**src/rtl/i2c_cfg_pkg.sv**
```systemverilog
package i2c_cfg_pkg;
  typedef enum logic [3:0] {
    ST_IDLE,
    ST_ADDR,
    ST_MAP,
    ST_WDATA,
    ST_ACK,
    ST_TX,
    ST_HACK,
    ST_TXLOAD,
    ST_WAIT
  } st_t;
endpackage

```
**src/rtl/i2c_line_sync.sv**
```systemverilog
module i2c_line_sync #(
  parameter int SYNC_STAGES = 2
) (
  input  logic clk,
  input  logic rst,
  input  logic scl_in,
  input  logic sda_in,
  output logic scl_s,
  output logic sda_s,
  output logic scl_rise,
  output logic scl_fall,
  output logic start_det,
  output logic stop_det
);
  logic [SYNC_STAGES-1:0] scl_ff, sda_ff;
  logic scl_p, sda_p;

  always_ff @(posedge clk) begin
    if (rst) begin
      scl_ff <= '1;
      sda_ff <= '1;
      scl_p  <= 1'b1;
      sda_p  <= 1'b1;
    end else begin
      scl_ff <= {scl_ff[SYNC_STAGES-2:0], scl_in};
      sda_ff <= {sda_ff[SYNC_STAGES-2:0], sda_in};
      scl_p  <= scl_ff[SYNC_STAGES-1];
      sda_p  <= sda_ff[SYNC_STAGES-1];
    end
  end

  assign scl_s     = scl_ff[SYNC_STAGES-1];
  assign sda_s     = sda_ff[SYNC_STAGES-1];
  assign scl_rise  = scl_s & ~scl_p;
  assign scl_fall  = ~scl_s & scl_p;
  assign start_det = scl_s & scl_p & sda_p & ~sda_s;
  assign stop_det  = scl_s & scl_p & ~sda_p & sda_s;
endmodule

```
**src/rtl/i2c_cfg_bank.sv**
```systemverilog
module i2c_cfg_bank #(
  parameter int AW = 5,
  parameter int DW = 8
) (
  input  logic          clk,
  input  logic          we,
  input  logic [AW-1:0] addr,
  input  logic [DW-1:0] wdata,
  output logic [DW-1:0] rdata
);
  localparam int DEPTH = 1 << AW;
  logic [DW-1:0] mem [DEPTH];

  always_ff @(posedge clk) begin
    if (we) mem[addr] <= wdata;
    rdata <= mem[addr];
  end
endmodule

```
**src/rtl/i2c_regmap_target.sv**
```systemverilog
module i2c_regmap_target #(
  parameter int         REG_AW      = 5,
  parameter logic [4:0] DEV_PREFIX  = 5'b10011,
  parameter int         SYNC_STAGES = 2
) (
  input  logic       clk,
  input  logic       rst,
  input  logic [1:0] strap_lo,
  input  logic       scl_in,
  input  logic       sda_in,
  output logic       sda_oe
);
  import i2c_cfg_pkg::*;
  localparam int DW  = 8;
  localparam int BW  = $clog2(DW);
  localparam logic [BW-1:0] LAST_BIT = BW'(DW - 1);

  logic scl_s, sda_s, scl_rise, scl_fall, start_det, stop_det;
  st_t  st, nxt;
  logic [BW-1:0]     bitcnt;
  logic [DW-1:0]     sh, tx, rd_q, byte_in;
  logic [REG_AW-1:0] ptr;
  logic              inc_q, ack_on;
  logic [1:0]        dev_lo;
  logic              rx_st, rx_done, addr_hit, map_load, bank_we;

  i2c_line_sync #(.SYNC_STAGES(SYNC_STAGES)) u_sync (
    .clk(clk), .rst(rst), .scl_in(scl_in), .sda_in(sda_in),
    .scl_s(scl_s), .sda_s(sda_s), .scl_rise(scl_rise), .scl_fall(scl_fall),
    .start_det(start_det), .stop_det(stop_det)
  );

  i2c_cfg_bank #(.AW(REG_AW), .DW(DW)) u_bank (
    .clk(clk), .we(bank_we), .addr(ptr), .wdata(byte_in), .rdata(rd_q)
  );

  assign byte_in  = {sh[DW-2:0], sda_s};
  assign rx_st    = (st == ST_ADDR) || (st == ST_MAP) || (st == ST_WDATA);
  assign rx_done  = rx_st && scl_rise && (bitcnt == LAST_BIT) && !start_det && !stop_det;
  assign addr_hit = (byte_in[7:1] == {DEV_PREFIX, dev_lo});
  assign map_load = rx_done && (st == ST_MAP);
  assign bank_we  = rx_done && (st == ST_WDATA);

  always_ff @(posedge clk) begin
    if (rst) begin
      st     <= ST_IDLE;
      nxt    <= ST_IDLE;
      sda_oe <= 1'b0;
      bitcnt <= '0;
      sh     <= '0;
      tx     <= '0;
      ptr    <= '0;
      inc_q  <= 1'b0;
      ack_on <= 1'b0;
      dev_lo <= strap_lo;
    end else if (start_det) begin
      st     <= ST_ADDR;
      bitcnt <= '0;
      sda_oe <= 1'b0;
      ack_on <= 1'b0;
    end else if (stop_det) begin
      st     <= ST_IDLE;
      sda_oe <= 1'b0;
      ack_on <= 1'b0;
    end else begin
      case (st)
        ST_ADDR, ST_MAP, ST_WDATA: begin
          if (scl_rise) begin
            sh     <= byte_in;
            bitcnt <= bitcnt + 1'b1;
            if (bitcnt == LAST_BIT) begin
              bitcnt <= '0;
              if (st == ST_ADDR) begin
                if (addr_hit) begin
                  st  <= ST_ACK;
                  nxt <= byte_in[0] ? ST_TX : ST_MAP;
                end else begin
                  st <= ST_WAIT;
                end
              end else if (st == ST_MAP) begin
                ptr   <= byte_in[REG_AW-1:0];
                inc_q <= byte_in[DW-1];
                st    <= ST_ACK;
                nxt   <= ST_WDATA;
              end else begin
                if (inc_q) ptr <= ptr + 1'b1;
                st  <= ST_ACK;
                nxt <= ST_WDATA;
              end
            end
          end
        end
        ST_ACK: begin
          if (scl_fall) begin
            if (!ack_on) begin
              ack_on <= 1'b1;
              sda_oe <= 1'b1;
            end else begin
              ack_on <= 1'b0;
              bitcnt <= '0;
              st     <= nxt;
              if (nxt == ST_TX) begin
                tx     <= rd_q;
                sda_oe <= ~rd_q[DW-1];
              end else begin
                sda_oe <= 1'b0;
              end
            end
          end
        end
        ST_TX: begin
          if (scl_rise) begin
            bitcnt <= bitcnt + 1'b1;
            if (bitcnt == LAST_BIT) begin
              bitcnt <= '0;
              st     <= ST_HACK;
              if (inc_q) ptr <= ptr + 1'b1;
            end
          end else if (scl_fall) begin
            tx     <= {tx[DW-2:0], 1'b0};
            sda_oe <= ~tx[DW-2];
          end
        end
        ST_HACK: begin
          if (scl_fall) sda_oe <= 1'b0;
          else if (scl_rise) st <= sda_s ? ST_WAIT : ST_TXLOAD;
        end
        ST_TXLOAD: begin
          if (scl_fall) begin
            tx     <= rd_q;
            sda_oe <= ~rd_q[DW-1];
            bitcnt <= '0;
            st     <= ST_TX;
          end
        end
        default: sda_oe <= 1'b0;
      endcase
    end
  end
endmodule

```
**config.mk**
```make
export PLATFORM = sky130hd
export DESIGN_NAME = i2c_regmap_target
export DESIGN_NICKNAME = d
export VERILOG_FILES = /design/src/rtl/i2c_cfg_pkg.sv /design/src/rtl/i2c_line_sync.sv /design/src/rtl/i2c_cfg_bank.sv /design/src/rtl/i2c_regmap_target.sv
export SDC_FILE = /design/constraint.sdc
export NUM_CORES = 1
export LEC_CHECK = 0
export BUFFER_PORTS_ARGS = -buffer_cell sky130_fd_sc_hd__buf_2
export CAP_MARGIN = 10
export CORE_MARGIN = 4
export CORE_UTILIZATION = 55
export CTS_CLUSTER_SIZE = 8
export DETAILED_ROUTE_END_ITERATION = 12
export PLACE_DENSITY = 0.71
export SYNTH_ARGS = -nofsm -noshare
export SYNTH_HDL_FRONTEND = slang
export SYNTH_HIERARCHICAL = 1
export SYNTH_SLANG_ARGS = --single-unit
export TNS_END_PERCENT = 1
```
**constraint.sdc**
```tcl
create_clock -name clk -period 5.7 [get_ports clk]
set_input_delay 1.14 -clock clk [delete_from_list [all_inputs] [get_ports clk]]
set_output_delay 1.14 -clock clk [all_outputs]
set_load 0.01 [all_outputs]
```
==> summary.txt <==
Global routing
  – Grt total ovfl: 0
  – Global-route wire length before repair: 43.2 mm
  – GRT Overall Usage: 23.1%
  – Met3 usage: 4.76%
  – Most used routing layer in global routing: met2
  – GR Util met1: 31.7%
  – Number of global-route vias before repair: 7146
  – M2 GR Usage: 37.5%
  – Initial antenna violation count: 0
  – Largest net degree at the start of global routing: 72

Critical path
  – Startpoint Class: flip-flop
  – Setup Crit Path Kind: reg2reg
  – CP required: 5.83 ns
  – R2r startpoint: u_sync/sda_ff[1]
  – Worst-case reg-to-reg path depth: 6
  – R2R Path End: u_bank/mem[27][4]
  – R2r setup slk: 1.61 ns
  – Crit. End Element: flip-flop
  – CP arrival: 4.21 ns
  – Crit Path Max Fanout: 8
  – Slowest stage delay, CP: 0.97 ns
  – CP delay by family, top: simple AND/OR/NAND/NOR gates
  – CP Cell Sequence: and4b_1 > or3b_4 > or4_1 > nor2_1 > nand3_1 > nor3_1
  – Critical-path top delay cell: nor3_1
  – CP bufs+invs: 0

Floorplanning
  – DIE AREA: 24800 sq um
  – Vert. Die Dim: 158 microns
  – IO Count: 7
  – Starting Density: 56.2%
  – Core area: 21900 sq um
  – Die width: 158 microns
  – # rows: 54

Synth
  – Top_reg_cell synth: edfxtp_1
  – Syn Area/Cell: 15.0 sq um
  – Synth Net Count: 828
  – Synthesized area: 12300 sq um
  – Synth cell types: 59
  – Post-Synthesis Cells: 819
  – Sequential area share after synthesis: 70.4%
  – Yosys reg bits: 304
  – Yosys warnings: 6
  – Asr flop ratio synth: 0%
  – Post-synth EDFFs: 258

Clock network
  – Cts bufs inserted: 43
  – Clock tree root buffer cell: clkbuf_16
  – H-tree depth: 2
  – Post-cts sizing count: 0
  – CTS Hold Bufs: 0
  – Clock Latency Late Sink: 0.51 ns
  – CTS sink cnt: 304
  – CTS tree: yes
  – Setup repair bufs after CTS: 0
  – CTS max path bufs: 3
  – Clock transition at path regs: 0.05 ns

Drt
  – DRT iter0 DRCs: 938
  – Detail Route Antenna Nets: 0
  – Router iterations before antenna repair: 5
  – Average wire per standard cell: 25.1 microns
  – Vias per inst: 6.54
  – Routed vias: 7306
  – DRC errors left: 0
  – Final wirelength: 28.1 mm

Cells and area
  – Final #Nets: 832
  – Layout cells sized above 1: 8.72%
  – Layout area overhead: 11.2%
  – Fillers: 1569
  – Sequential standard cell area: 8680 sq um
  – Multi-input gate area: 3390 sq um
  – ANT cells: 0

STA
  – Final hold viol count: 0
  – Slew margin rel.: 24.7%
  – Max-slew violation count: 0
  – Final Setup Violations: 0
  – Final TNS setup: 0 ns
  – Clock Skews: 0.0133 ns
  – Worst Tran Pin Value: 1.13 ns
  – Post-route clock period utilization: 71.7%
  – RSZ-0062 raised after global routing: false
  – Period minus WS final: 4.09 ns
  – Fmax achieved: 245 MHz

Power
  – Gate power share: 0.6%
  – Switching Share: 18.2%
  – Sequential power share: 51.5%
  – Power per cell area: 340 nW/um^2
  – Leakage: 4.14 nW
  – Total Power: 4.65 mW
  – Internal power: 3.80 mW
  – Clock Power Share: 47.9%
  – VDD IR max: 0.209 mV
  – Switching power: 0.845 mW

Place
  – PortBufs: 6
  – Final Wtd Congestion: 0.985
  – Dpl hpwl: 17.1 mm

Job
  – Max_cap viols: 0

Worst hold path
  – Hold Path Class: reg2reg
  – Hold endpoint: u_sync/sda_ff[1]
  – Hold Crit Depth: 1
  – Hold_sp: u_sync/sda_ff[0]

Outcome
  – Run status: complete, no violations
-- layout by cell type (no fill, tap or decap), types with 8 or more instances in the layout --
master     instances
dfxtp_1           38
clkbuf_16         45
nor3_1             8
clkbuf_1          14
nand2_1           39
nor4_1            16
mux2i_1          139
o22ai_1           66
a21oi_1           27
edfxtp_1         258
nor2_1            44
-- Yosys cell counts (7+ instances only) --
master       n  share of area [%]
nand2_1     39                1.2
o22ai_1     66                3.4
a21oi_1     27                1.1
buf_2       27                1.1
nor3_1       8               0.33
nor4_1      16               0.81
edfxtp_1   258                 63
nand4bb_1    7               0.64
nand4_1      7               0.36
nand3_1      7               0.28
nor2_1      44                1.3
mux2i_1    139                 11
dfxtp_1     46                7.5
a311oi_1     7               0.50
clkbuf_1    16               0.49
-- layer usage --
layer	share of wire, %	vias to the layer above
met5	0	-
met4	3.0	0
met3	8.3	64
met2	48	401
met1	40	3600
li1	-	3241
-- logic make-up (layout without fill, tap and decap cells) --
kind of cell,count (synthesis),count (layout),share of synthesized area (%)
AOI/OAI and AO/OA,130,130,6.96
xor gates and xnor gates,3,3,0.214
adders and majority gates,3,3,0.305
buffers and inverters,55,73,2.10
DFF,304,304,70.4
muxes,139,139,11.3
and+or+nand+nor,185,185,8.67
-- layout make-up --
class                      count  share of cell area (%)
inverter                       5                   0.137
tap                          280                    2.56
timing repair buffer           9                   0.476
multi-input combinational    460                    24.8
clock buffer                  59                    8.62
sequential                   304                    63.5
-- flip-flops by register name, summed over array words and instances, names as in the netlist --
register	flops
u_bank/mem	256
u_bank/rdata	8
sh	7
tx	7
ptr	5
st	4
bitcnt	3
nxt	3
dev_lo	2
u_sync/scl_ff	2
u_sync/sda_ff	2
ack_on	1
inc_q	1
sda_oe	1
u_sync/scl_p	1
u_sync/sda_p	1
-- worst max-delay path by stage --
| stage | slack, ns | startpoint | endpoint | cells after the start |
|---|---|---|---|---|
| 2_1_floorplan | 1.82 | u_sync/sda_ff[1] | u_bank/mem[24][0] | 8 |
| 3_3_place_gp | 1.78 | u_sync/sda_ff[1] | u_bank/mem[27][7] | 6 |
| 3_5_place_dp | 1.68 | u_sync/sda_ff[1] | u_bank/mem[24][3] | 6 |
| 4_1_cts | 1.67 | u_sync/sda_ff[1] | u_bank/mem[24][3] | 6 |
| 5_1_grt | 1.45 | u_sync/scl_ff[1] | u_bank/mem[25][1] | 6 |
| 6_report | 1.61 | u_sync/sda_ff[1] | u_bank/mem[27][4] | 6 |
-- through the flow --
stage	worst slack (ns)	hold WS (ns)	instance area, sq um	instances	utilization [%]
after floorplan	1.82	0.383	12300	819	-
after CTS	1.67	0.413	13700	1117	62.5
after detailed placement	1.68	0.410	12500	1058	57.1
after global routing	1.45	0.421	13700	1117	62.5
after global placement	1.78	0.407	12500	1058	57.1
final	1.61	0.411	13700	1117	62.5
-- power groups by stage --
stage                     registers (mW)  logic (mW)  clock network (mW)
after floorplan                     2.43      0.0185                   0
after global placement              2.43      0.0264                   0
after detailed placement            2.43      0.0272                   0
after CTS                           2.39      0.0273                2.27
after global routing                2.39      0.0303                2.39
final                               2.39      0.0275                2.23
No activity file was read; power rests on OpenSTA's default activity.
